### src/rtl/dtm_pkg.sv
package dtm_pkg;
  localparam int NCH   = 2;
  localparam int DW    = 32;
  localparam int PRE_W = 3;

  localparam logic [4:0] CTRL_ADDR = 5'h00;
  localparam logic [4:0] STAT_ADDR = 5'h04;

  typedef struct packed {
    logic             en;
    logic             rld;
    logic             use_ref;
    logic [PRE_W-1:0] expo;
  } tcfg_t;

  function automatic int en_pos(input int i);    return 2*i;        endfunction
  function automatic int rld_pos(input int i);   return 2*i + 1;    endfunction
  function automatic int ref_pos(input int i);   return 11 + i;     endfunction
  function automatic int exp_pos(input int i);   return 19 + 3*i;   endfunction
  function automatic int flag_pos(input int i);  return 8*i;        endfunction
  function automatic logic [4:0] rld_addr(input int i); return 5'(5'h10 + 8*i); endfunction
  function automatic logic [4:0] val_addr(input int i); return 5'(5'h14 + 8*i); endfunction
endpackage

### src/rtl/dtm_prescale.sv
module dtm_prescale #(
  parameter int PW = 3
) (
  input  logic          clk,
  input  logic          rst,
  input  logic          en,
  input  logic          use_ref,
  input  logic [PW-1:0] expo,
  input  logic          fab_tick,
  input  logic          ref_tick,
  output logic          step
);
  localparam int CW = (1 << PW) - 1;

  logic [CW-1:0] pcnt;
  logic [CW-1:0] lim;
  logic          fab_step;

  // 1<<expo overflows to 0 for the largest exponent; minus one gives all ones.
  assign lim      = ({{(CW-1){1'b0}}, 1'b1} << expo) - 1'b1;
  assign fab_step = fab_tick && (pcnt >= lim);
  assign step     = use_ref ? ref_tick : fab_step;

  always_ff @(posedge clk) begin
    if (rst || !en || use_ref) begin
      pcnt <= '0;
    end else if (fab_tick) begin
      pcnt <= fab_step ? '0 : pcnt + 1'b1;
    end
  end


  pre_clear_chk: assert property (@(posedge clk) disable iff (rst)
    !en |=> (pcnt == '0));


  ref_only_chk: assert property (@(posedge clk) disable iff (rst)
    (use_ref && !ref_tick) |-> !step);
endmodule

### src/rtl/dtm_channel.sv
module dtm_channel
  import dtm_pkg::*;
#(
  parameter int W = 32
) (
  input  logic         clk,
  input  logic         rst,
  input  tcfg_t        cfg,
  input  logic         step,
  input  logic         wr_val,
  input  logic         wr_rld,
  input  logic [W-1:0] wdata,
  input  logic         clr_wr,
  input  logic         clr_keep,
  output logic [W-1:0] value,
  output logic [W-1:0] reload,
  output logic         flag
);
  logic armed;
  logic tick_now;
  logic expire;

  assign tick_now = cfg.en && step && !wr_val;
  assign expire   = tick_now && (value == '0) && (cfg.rld || armed);

  always_ff @(posedge clk) begin
    if (rst) begin
      value  <= '0;
      reload <= '0;
      armed  <= 1'b0;
      flag   <= 1'b0;
    end else begin
      if (wr_rld) reload <= wdata;
      if (wr_val) begin
        value <= wdata;
        armed <= 1'b1;
      end else if (tick_now) begin
        if (value == '0) begin
          if (cfg.rld) value <= reload;
          else         armed <= 1'b0;
        end else begin
          value <= value - 1'b1;
        end
      end
      if (expire)                 flag <= 1'b1;
      else if (clr_wr && !clr_keep) flag <= 1'b0;
    end
  end


  dec_step_chk: assert property (@(posedge clk) disable iff (rst)
    (cfg.en && step && !wr_val && value != '0) |=> (value == $past(value) - 1'b1));


  one_shot_hold_chk: assert property (@(posedge clk) disable iff (rst)
    (cfg.en && step && !wr_val && value == '0 && !cfg.rld) |=> (value == '0));


  disabled_hold_chk: assert property (@(posedge clk) disable iff (rst)
    (!cfg.en && !wr_val) |=> $stable(value));


  wr_prio_chk: assert property (@(posedge clk) disable iff (rst)
    wr_val |=> (value == $past(wdata)));


  flag_rise_chk: assert property (@(posedge clk) disable iff (rst)
    $rose(flag) |-> ($past(value) == '0 && $past(cfg.en)));
endmodule

### src/rtl/dual_dtimer.sv
module dual_dtimer
  import dtm_pkg::*;
#(
  parameter int ADDR_W = 5
) (
  input  logic              clk,
  input  logic              rst,
  input  logic [ADDR_W-1:0] addr,
  input  logic              wr_en,
  input  logic [DW-1:0]     wr_data,
  input  logic              rd_en,
  output logic [DW-1:0]     rd_data,
  input  logic              fab_tick,
  input  logic              ref_tick,
  output logic [NCH-1:0]    irq
);
  tcfg_t             cfg   [NCH];
  logic [DW-1:0]     value [NCH];
  logic [DW-1:0]     reload[NCH];
  logic [NCH-1:0]    flag;
  logic [NCH-1:0]    step;
  logic [DW-1:0]     ctrl_word;
  logic [DW-1:0]     stat_word;
  logic              ctrl_wr;
  logic              stat_wr;
  logic [4:0]        a5;

  assign a5      = 5'(addr);
  assign ctrl_wr = wr_en && (a5 == CTRL_ADDR);
  assign stat_wr = wr_en && (a5 == STAT_ADDR);

  for (genvar i = 0; i < NCH; i++) begin : g_ch
    always_ff @(posedge clk) begin
      if (rst) begin
        cfg[i] <= '0;
      end else if (ctrl_wr) begin
        cfg[i].en      <= wr_data[en_pos(i)];
        cfg[i].rld     <= wr_data[rld_pos(i)];
        cfg[i].use_ref <= wr_data[ref_pos(i)];
        cfg[i].expo    <= wr_data[exp_pos(i) +: PRE_W];
      end
    end

    dtm_prescale #(.PW(PRE_W)) u_pre (
      .clk      (clk),
      .rst      (rst),
      .en       (cfg[i].en),
      .use_ref  (cfg[i].use_ref),
      .expo     (cfg[i].expo),
      .fab_tick (fab_tick),
      .ref_tick (ref_tick),
      .step     (step[i])
    );

    dtm_channel #(.W(DW)) u_ch (
      .clk      (clk),
      .rst      (rst),
      .cfg      (cfg[i]),
      .step     (step[i]),
      .wr_val   (wr_en && (a5 == val_addr(i))),
      .wr_rld   (wr_en && (a5 == rld_addr(i))),
      .wdata    (wr_data),
      .clr_wr   (stat_wr),
      .clr_keep (wr_data[flag_pos(i)]),
      .value    (value[i]),
      .reload   (reload[i]),
      .flag     (flag[i])
    );

    assign irq[i] = flag[i] && cfg[i].en;


    irq_gate_chk: assert property (@(posedge clk) disable iff (rst)
      !cfg[i].en |-> !irq[i]);
  end

  always_comb begin
    ctrl_word = '0;
    stat_word = '0;
    for (int i = 0; i < NCH; i++) begin
      ctrl_word[en_pos(i)]              = cfg[i].en;
      ctrl_word[rld_pos(i)]             = cfg[i].rld;
      ctrl_word[ref_pos(i)]             = cfg[i].use_ref;
      ctrl_word[exp_pos(i) +: PRE_W]    = cfg[i].expo;
      stat_word[flag_pos(i)]            = flag[i];
    end
  end

  always_ff @(posedge clk) begin
    if (rst) begin
      rd_data <= '0;
    end else if (rd_en) begin
      rd_data <= '0;
      if (a5 == CTRL_ADDR) rd_data <= ctrl_word;
      if (a5 == STAT_ADDR) rd_data <= stat_word;
      for (int i = 0; i < NCH; i++) begin
        if (a5 == rld_addr(i)) rd_data <= reload[i];
        if (a5 == val_addr(i)) rd_data <= value[i];
      end
    end
  end


  rst_irq_chk: assert property (@(posedge clk) $past(rst) |-> (irq == '0));
endmodule

### config.mk
export PLATFORM = sky130hd
export DESIGN_NAME = dual_dtimer
export DESIGN_NICKNAME = d
export VERILOG_FILES = /design/src/rtl/dtm_pkg.sv /design/src/rtl/dtm_prescale.sv /design/src/rtl/dtm_channel.sv /design/src/rtl/dual_dtimer.sv
export SDC_FILE = /design/constraint.sdc
export NUM_CORES = 1
export LEC_CHECK = 0
export CORE_ASPECT_RATIO = 0.8
export CORE_MARGIN = 4
export CORE_UTILIZATION = 42
export CTS_CLUSTER_DIAMETER = 100
export DETAILED_ROUTE_END_ITERATION = 8
export PLACE_DENSITY = 0.57
export SETUP_SLACK_MARGIN = 0.3
export SLEW_MARGIN = 20
export SYNTH_ARGS = -nofsm -noshare
export SYNTH_HDL_FRONTEND = slang
export SYNTH_SLANG_ARGS = --single-unit
### constraint.sdc
create_clock -name clk -period 8.3 [get_ports clk]
set_input_delay 1.66 -clock clk [delete_from_list [all_inputs] [get_ports clk]]
set_output_delay 1.66 -clock clk [all_outputs]
set_load 0.02 [all_outputs]
==> metrics.txt <==
status=complete, no violations; nets=~1,400; Initial Util=0.4281; placed inst area=11,380 µm²; Final GP Congestion=0.9051; ratio of cells with drive above 1 in the final layout=0.06076; Die ar.=27,520 µm²; Critical Path Fanout Max=23; Hold Path Sink=g_ch[1].u_ch.reload[21]; Critical Path RT=8.65 ns; port bufs=between 70 and 80; Cell Rows=a little over 50; Die Ht=around 150 µm; CP startpoint kind=flip-flop; # resized after CTS=0; path depth of the worst reg2reg path=12; final non-filler cell total=about 1,700; Total GRT Usage=0.2767; largest net degree at the start of global routing=85; wire per inst=22.87 µm; Inserted Clock Buffers=17; first-pass GRT wire length=around 60,000 µm; antenna cells=0; DRT iter0 DRCs=1,318; register area share after synthesis=0.3750; setup bufs post-CTS=0; CP top delay family=compound AO/OA/AOI/OAI gates; Synth top cells by count=nand2_1 (269), dfxtp_1 (178), nor2_1 (144); cells after synthesis=1,345; Post-Syn Area=approximately 10,000 µm²; fin util=0.4888; CTS H-tree depth=4; Min-Delay Path Class=flip-flop to flip-flop; Final Skew=0.01856 ns; WP buf/inv=0; TNS Setup=0 ns; clk buf depth=2; Slew @ Worst Pin=between 1 and 1.5 ns; endpoints failing setup=0; filler cell count=~2,400; number of flops mapped to enable cells by yosys=12; Worst slew margin=0.2262; Peak VDD IR=between 0.1 and 0.15 mV; Largest stage delay, worst path=~0.74 ns; Clock Pin Slew Worst Setup and Hold Paths=0.07 ns; post-route setup slack=approximately 3.8 ns; root buffer cell=clkbuf_16; hold_buf cts=0; Worst EP arrival=4.89 ns; Hold Startpoint=g_ch[1].u_ch.reload[21]; DR pass1 iterations=5; Vias=10,607; R2R Setup Slk=3.76 ns; Area contributors post-synth=dfxtp_1 (34%), nand2_1 (9.6%), a21oi_1 (5.8%); Synth area leader=dfxtp_1; part of the cycle the worst path needs=0.5471; cell total after placement=~1,700; r2r endpoint=g_ch[1].u_ch.value[18]; maxcap violations=0; crit path cell chain=or3_1 > ha_1 > nor3_1 > a21oi_1 > o21a_1 > ha_1 > nand4_1 > nor3_1 > o311a_1 > a21o_1 > nand2b_1 > o31ai_1; vias per cell=~6.3; CTS tree=built; Max Slew Vio Count=0; Post-synth ARST share=0; initial antenna violation count=2; Hold Path Depth=2; Crit. End Element=flip-flop; Achievable Freq=roughly 220 MHz; pre-CTS setup slack=about 3.5 ns; Final HPWL DP=26,500 µm; P_leak=between 3 and 4 nW; RR Startpoint=cfg[1][1]; #FFs+latches synth=190; Area Growth Syn to Fin=14.17%; die span in x=~180 µm; RSZ-0062 raised after global routing=false; critical path's slowest cell=a21o_1; final instance area=approximately 12,000 µm²; Post-Synthesis Mean Instance Area=7.780 µm²; Post-Syn Nets=1,409; PwrDens=~210 nW/µm²; post-route ant nets=0; total core area=between 20,000 and 25,000 µm²; clock sinks=190; final WL=38,520 µm; post-route DRC violation count=0; number of global-route vias before repair=~9,600; main flop type after synthesis=dfxtp_1; I/O pin total=a little under 80; Synth cell types=70; most numerous cell in the Yosys netlist=nand2_1; Final Hold Vio Count=0; YS warnings=0; Skew-Pair Late Insertion Delay=around 0.44 ns; WS Path Type=flip-flop to flip-flop; fin crit period=approximately 4.5 ns; grt total ovfl=0; top-area cell type share of the netlist area=0.3405
==> cells in the final DEF (no fill, tap or decap), drive strengths merged, types with 13 or more instances in the layout <==
master / instances
nand2: 269
dfxtp: 178
nor4: 27
nor2: 144
clkdlybuf4s50: 74
nand3: 19
and2: 19
o211ai: 41
o21ai: 41
or4: 13
xnor2: 32
a311oi: 44
or3: 15
nor3: 27
clkbuf: 22
a222oi: 19
ha: 21
buf: 22
a21oi: 121
a211oi: 32
==> final cells by class <==
class / instances / area (µm²) / share of cell area
multi-input combinational: 1041 / 6121 / 0.5124
sequential: 190 / 3924 / 0.3284
timing repair buffer: 96 / 903.4 / 0.07562
clock buffer: 22 / 444.2 / 0.03718
tap: 318 / 397.9 / 0.03331
clock inverter: 7 / 118.9 / 0.009950
inverter: 10 / 37.54 / 0.003142
==> flip-flops by register name, summed over array words and instances, names as in the netlist <==
register / count
cfg: 12
g_ch.u_ch.flag: 2
g_ch.u_ch.reload: 64
g_ch.u_ch.value: 64
rd_data: 32
g_ch.u_ch.armed: 2
g_ch.u_pre.pcnt: 14
==> metrics by stage <==
step | power [W] | hold WS [ns]
after detailed placement | 0.001638 | 0.4558
after floorplan | 0.001446 | 0.4417
final | 0.002470 | 0.4701
after global placement | 0.001639 | 0.4487
after global routing | 0.002581 | 0.4958
after CTS | 0.002465 | 0.4650
==> cell families (layout without fill, tap and decap cells) <==
| logic type | count (synthesis) | after routing | share of synthesized area |
|---|---|---|---|
| AO/OA/AOI/OAI | 371 | 371 | 0.2456 |
| XOR/XNOR | 44 | 44 | 0.03683 |
| AND/OR/NAND/NOR | 583 | 583 | 0.2509 |
| flip-flops | 190 | 190 | 0.3750 |
| multiplexers | 22 | 22 | 0.02248 |
| buffers and inverters | 114 | 135 | 0.04412 |
| adder cells (fa/ha/maj) | 21 | 21 | 0.02511 |
==> how the worst max path moves through the flow <==
stage                             endpoint  slack (ns)  cells past startpoint      start
floorplan                        cfg[0][0]        4.77                      6    addr[1]
global placement    g_ch[1].u_ch.value[18]        3.51                      9    addr[4]
detailed placement  g_ch[1].u_ch.value[18]        3.48                      9    addr[4]
CTS                 g_ch[1].u_ch.value[18]        3.81                     12  cfg[1][1]
global route        g_ch[1].u_ch.value[18]        3.45                     12  cfg[1][1]
finish              g_ch[1].u_ch.value[18]        3.76                     12  cfg[1][1]
==> where the power goes <==
part / internal, W / switching (W) / leakage, nW
combinational: 0.000233 / 0.000428 / 2.16
clock: 0.000470 / 0.000362 / 0.266
sequential: 0.000946 / 0.0000328 / 1.56
==> per-layer routing <==
layer | wire, µm | up-vias | GRT usage
li1 | - | 4947 | -
met1 | 18100 | 5106 | 0.4228
met2 | 16120 | 484 | 0.3962
met3 | 3151 | 68 | 0.04729
met4 | 1131 | 2 | 0.08241
met5 | 13 | - | 0
==> tightest hold or removal path: cells and delay by family (launching register included) <==
kind	cells	cell delay, ns
AO/OA/AOI/OAI	1	0.05
flip-flops	1	0.32
AND/OR/NAND/NOR	1	0.05
Note: power is estimated with default switching activity, not from simulation.
